--- config.mk ---
export PLATFORM = sky130hd
export DESIGN_NAME = line_irq_ctrl
export DESIGN_NICKNAME = d
export VERILOG_FILES = /design/src/rtl/lic_pkg.sv /design/src/rtl/lic_regdec.sv /design/src/rtl/lic_bank.sv /design/src/rtl/line_irq_ctrl.sv
export SDC_FILE = /design/constraint.sdc
export NUM_CORES = 1
export LEC_CHECK = 0
export BUFFER_PORTS_ARGS = -buffer_cell sky130_fd_sc_hd__buf_2
export CORE_MARGIN = 2
export CORE_UTILIZATION = 60
export DETAILED_ROUTE_END_ITERATION = 10
export GPL_ROUTABILITY_DRIVEN = 0
export HOLD_SLACK_MARGIN = 0.05
export PLACE_DENSITY = 0.89
export SLEW_MARGIN = 5
export SYNTH_ARGS = -nofsm -noshare
export SYNTH_HDL_FRONTEND = slang
export SYNTH_SLANG_ARGS = --single-unit
--- constraint.sdc ---
create_clock -name clk -period 3.86 [get_ports clk]
set_input_delay 0.193 -clock clk [delete_from_list [all_inputs] [get_ports clk]]
set_output_delay 0.193 -clock clk [all_outputs]
set_load 0.02 [all_outputs]
--- src/rtl/lic_pkg.sv ---
package lic_pkg;
  localparam int BANK_W     = 32;
  localparam int WIN_ADDR_W = 10;   // 0x400-byte window
  localparam int BANK_SPAN  = 32;   // bytes between bank bases

  // word index (addr[4:2]) of each register inside a bank
  localparam logic [2:0] W_RISE = 3'd2;
  localparam logic [2:0] W_FALL = 3'd3;
  localparam logic [2:0] W_SWT  = 3'd4;
  localparam logic [2:0] W_PEND = 3'd5;

  typedef enum logic [2:0] {
    RK_NONE, RK_RISE, RK_FALL, RK_SWT, RK_PEND
  } reg_kind_e;

  function automatic int bank_lines(int total, int b);
    int rem;
    rem = total - b * BANK_W;
    return (rem > BANK_W) ? BANK_W : rem;
  endfunction
endpackage

--- src/rtl/lic_regdec.sv ---
module lic_regdec
  import lic_pkg::*;
#(
  parameter int NUM_BANKS = 2,
  parameter int ADDR_W    = 10,
  localparam int BSEL_W   = ADDR_W - 5
) (
  input  logic [ADDR_W-1:0] addr,
  output reg_kind_e         kind,
  output logic [BSEL_W-1:0] bank_sel
);
  logic [2:0] word;

  assign bank_sel = addr[ADDR_W-1:5];
  assign word     = addr[4:2];

  always_comb begin
    kind = RK_NONE;
    if (addr[1:0] == 2'b00 && int'(bank_sel) < NUM_BANKS) begin
      unique case (word)
        W_RISE:  kind = RK_RISE;
        W_FALL:  kind = RK_FALL;
        W_SWT:   kind = RK_SWT;
        W_PEND:  kind = RK_PEND;
        default: kind = RK_NONE;
      endcase
    end
  end
endmodule

--- src/rtl/lic_bank.sv ---
module lic_bank
  import lic_pkg::*;
#(
  parameter int               LINES  = 32,
  parameter logic [LINES-1:0] DIRECT = '0
) (
  input  logic             clk,
  input  logic             rst_n,
  input  logic [LINES-1:0] line_in,
  input  logic             wr_rise,
  input  logic             wr_fall,
  input  logic             wr_swt,
  input  logic             wr_pend,
  input  logic [LINES-1:0] wdata,
  input  reg_kind_e        rd_kind,
  output logic [31:0]      rdata,
  output logic [LINES-1:0] line_out
);
  localparam logic [LINES-1:0] CFG = ~DIRECT;

  logic [LINES-1:0] rise_q, fall_q, swt_q, pend_q, lvl_q, pulse_q;
  logic [LINES-1:0] sw_hit, rise_hit, fall_hit, hit, clr, lvl_d;

  // edge recognition against the stored level
  assign sw_hit   = wr_swt ? (wdata & CFG) : '0;
  assign rise_hit = CFG & rise_q & line_in & ~lvl_q;
  assign fall_hit = CFG & fall_q & ~line_in & lvl_q;
  assign hit      = rise_hit | fall_hit | sw_hit;
  assign clr      = wr_pend ? wdata : '0;

  // stored level moves only in a selected direction
  assign lvl_d = (lvl_q | (CFG & rise_q & line_in)) & ~(CFG & fall_q & ~line_in);

  always_ff @(posedge clk or negedge rst_n) begin
    if (!rst_n) begin
      rise_q  <= '0;
      fall_q  <= '0;
      swt_q   <= '0;
      pend_q  <= '0;
      lvl_q   <= '0;
      pulse_q <= '0;
    end else begin
      if (wr_rise) rise_q <= wdata & CFG;
      if (wr_fall) fall_q <= wdata & CFG;
      swt_q   <= (swt_q & ~clr) | sw_hit;
      pend_q  <= (pend_q & ~clr) | hit;
      lvl_q   <= lvl_d;
      pulse_q <= hit;
    end
  end

  assign line_out = (DIRECT & line_in) | (CFG & pulse_q);

  always_comb begin
    unique case (rd_kind)
      RK_RISE: rdata = 32'(rise_q);
      RK_FALL: rdata = 32'(fall_q);
      RK_SWT:  rdata = 32'(swt_q);
      RK_PEND: rdata = 32'(pend_q);
      default: rdata = '0;
    endcase
  end
endmodule

--- src/rtl/line_irq_ctrl.sv ---
module line_irq_ctrl
  import lic_pkg::*;
#(
  parameter int                   NUM_LINES   = 40,
  parameter logic [NUM_LINES-1:0] DIRECT_MASK = 40'h00_A400_0000,
  localparam int                  NUM_BANKS   = (NUM_LINES + BANK_W - 1) / BANK_W,
  localparam int                  BSEL_W      = WIN_ADDR_W - 5
) (
  input  logic                  clk,
  input  logic                  rst_n,
  input  logic [NUM_LINES-1:0]  irq_in,
  input  logic                  bus_we,
  input  logic [WIN_ADDR_W-1:0] bus_addr,
  input  logic [31:0]           bus_wdata,
  output logic [31:0]           bus_rdata,
  output logic [NUM_LINES-1:0]  irq_out
);
  reg_kind_e         kind;
  logic [BSEL_W-1:0] bank_sel;
  logic [31:0]       bank_rd [NUM_BANKS];

  lic_regdec #(.NUM_BANKS(NUM_BANKS), .ADDR_W(WIN_ADDR_W)) u_dec (
    .addr(bus_addr), .kind(kind), .bank_sel(bank_sel)
  );

  for (genvar b = 0; b < NUM_BANKS; b++) begin : g_bank
    localparam int LN   = bank_lines(NUM_LINES, b);
    localparam int BASE = b * BANK_W;
    logic      sel;
    reg_kind_e rk;

    assign sel = (bank_sel == BSEL_W'(b));
    assign rk  = sel ? kind : RK_NONE;

    lic_bank #(.LINES(LN), .DIRECT(DIRECT_MASK[BASE +: LN])) u_bank (
      .clk      (clk),
      .rst_n    (rst_n),
      .line_in  (irq_in[BASE +: LN]),
      .wr_rise  (bus_we && sel && kind == RK_RISE),
      .wr_fall  (bus_we && sel && kind == RK_FALL),
      .wr_swt   (bus_we && sel && kind == RK_SWT),
      .wr_pend  (bus_we && sel && kind == RK_PEND),
      .wdata    (bus_wdata[LN-1:0]),
      .rd_kind  (rk),
      .rdata    (bank_rd[b]),
      .line_out (irq_out[BASE +: LN])
    );
  end

  always_comb begin
    bus_rdata = '0;
    for (int b = 0; b < NUM_BANKS; b++)
      if (bank_sel == BSEL_W'(b)) bus_rdata = bank_rd[b];
  end
endmodule

==> metrics <==
relative slew slack 34.5%; Clock Latency Late Sink 0.52 ns; layout cell share with drive strength beyond 1 28.4%; count of final setup violators 0; Final period util 76.4%; post-route total power 0.00516 W; Initial Util 60.6%; Critical Path, Cell by Cell buf_2 > or3_2 > nor3_4 > buf_4 > a32oi_1 > o31ai_1 > buf_2; cells after synthesis 890; leakage 6.46 nW; Post-Syn Area per Cell 11.7 um2; number of cell rows 48; CTS clk-pin slew, worst paths 0.06 ns; Clock Sink Count 228; Setup Skew 0.0121 ns; fmax 339 MHz; post-DP HPWL 17000 um; commonest cells in the netlist dfrtp_1 (228), o21ai_0 (123), nand2_1 (77); via count 8398; unrepaired setup endpoints after global routing false; crit start category primary input; Cell variety after synth 43; Syn Nets 975; Final Max Tran Viols 0; average wire per standard cell 20.6 um; largest net degree at the start of global routing 119; die boundary height 135 um; Critical Path RT 3.67 ns; post-CTS setup buffer count 0; post-synth top area share 55.0%; min Tclk post-route 2.95 ns; I/O Buffers 150; post-synth top area cell dfrtp_1; DR pass1 iterations 5; ranking of synthesized cells by area dfrtp_1 (55%), mux2_2 (8.1%), o21ai_0 (5.9%), mux2i_1 (3.8%), a221o_1 (3.2%); outcome finished, final reports clean; Tightest Hold Check Type primary input to flip-flop; Top-Level Pins 157; total wire length 27500 um; vias in the first global route 8491; top-count cell post-synth dfrtp_1; most used cell, CP buf_2; Crit Path Max Fanout 31; worst vdd ir 0.387 mV; ANT nets after route 0; initial antenna violation count 1; CP peak stage delay 0.63 ns; sequential area share after synthesis 55.0%; Root Driver clkbuf_16; power per cell area 408 mW/mm2; Iter 0 DRT Violations 718; Final Util 74.0%; critical path arrival 2.76 ns; warnings from Yosys 0; Setup TNS 0 ns; H-tree levels 1; Worst path slowest cell or3_2; CTS tree done; critical setup path kind primary input to primary output; CP endpoint kind primary output; total die area 0.0184 mm2; Worst Max-Slew Pin Slew 0.980 ns; Post-route DRC 0; Syn Std Cell Area 0.0104 mm2; top_reg_cell synth dfrtp_1; Syn-to-layout area delta 22.1%; core box area 0.0171 mm2; Avg Vias per Cell 6.28; CTS Hold Bufs 65; Post-synth EDFFs 0; grt ovf 0; first-pass GRT wire length 43900 um; post-CTS sizing 0; flop and latch count out of synthesis 228; Total GRT Usage 30.3%; Max Cap Violations 0; number of CTS-inserted buffers 24; asr flop ratio synth 100%; final hold vios 0; nets 1178; Longest Clk Path Bufs 3; Die Width 135 um
path summary, 6_finish.rpt:
path / from / end / slack [ns] / cells after the start
hold reg to reg: g_bank[1].u_bank.pend_q[7] / g_bank[1].u_bank.pend_q[7] / 0.49 / 1
min in group asynchronous: rst_n / g_bank[1].u_bank.lvl_q[1] / 0.36 / 2
setup / recovery: bus_addr[5] / bus_rdata[6] / 0.91 / 7
setup reg to reg: g_bank[1].u_bank.rise_q[6] / g_bank[1].u_bank.pend_q[6] / 2.70 / 4
hold / removal: bus_wdata[3] / g_bank[1].u_bank.line_out[3] / 0.07 / 2
max in group asynchronous: rst_n / g_bank[1].u_bank.fall_q[0] / 2.51 / 3
routing by layer:
metal	up-vias	routed length, um	GRT usage, %
met4	0	830	11.0
met5	-	0	0
met2	431	13300	49.8
met1	4188	11200	41.2
li1	3706	-	-
met3	73	2150	5.05
state kept, by name, indices dropped and copies added, names as in the netlist:
signal                  cells
g_bank.u_bank.rise_q       37
g_bank.u_bank.pulse_q      29
g_bank.u_bank.lvl_q        37
g_bank.u_bank.pend_q       40
g_bank.u_bank.swt_q        40
g_bank.u_bank.fall_q       37
g_bank.u_bank.line_out      8
layout by cell type, fill, tap and decap left out, types with 15 or more instances in the layout:
cell,count
o21ai_0,123
nand2_1,77
a22oi_1,22
buf_2,149
buf_4,15
dfrtp_1,228
mux2_2,75
mux2i_1,39
nand3b_1,31
clkbuf_16,24
a21o_1,37
dlygate4sd3_1,65
a22o_1,27
a221o_1,33
a22o_2,18
inv_1,37
worst max-delay path, delay by kind of cell:
family,cells,cell delay (ns)
AOI/OAI and AO/OA,2,0.27
buffers and inverters,3,1.01
and+or+nand+nor,2,1.26
metrics by stage:
stage	hold slack (ns)	cell area, um2	instances	setup WS, ns
2_1_floorplan	-0.103	10400	890	1.81
3_3_place_gp	0.329	11300	1227	1.01
3_5_place_dp	0.340	11300	1227	0.988
4_1_cts	0.0520	12700	1336	0.972
5_1_grt	0.0739	12700	1337	0.796
6_report	0.0726	12700	1337	0.910
kinds of logic (layout without fill, tap and decap cells):
| logic type | count (synthesis) | after routing | synth area share (%) |
|---|---|---|---|
| AOI/OAI and AO/OA | 304 | 304 | 20.4 |
| other | 0 | 1 | 0 |
| muxes | 116 | 116 | 12.3 |
| and+or+nand+nor | 151 | 151 | 7.88 |
| DFF | 228 | 228 | 55.0 |
| buffers and inverters | 91 | 312 | 4.38 |
layout make-up:
type                            instances  area [um2]
Antenna cell                            1        2.50
Clock buffer                           29         639
Clock inverter                         15         116
Fill cell                            1124        4450
Inverter                               37         139
Multi-Input combinational cell        571        4240
Sequential cell                       228        5710
Tap cell                              225         282
Timing Repair Buffer                  231        1540
where the power goes:
group / switching (W) / internal, W / leakage [nW]
sequential: 0.0000675 / 0.00249 / 2.96
combinational: 0.000204 / 0.000191 / 3.12
clock: 0.000961 / 0.00125 / 0.378
Power figures use the tool's default switching activity.
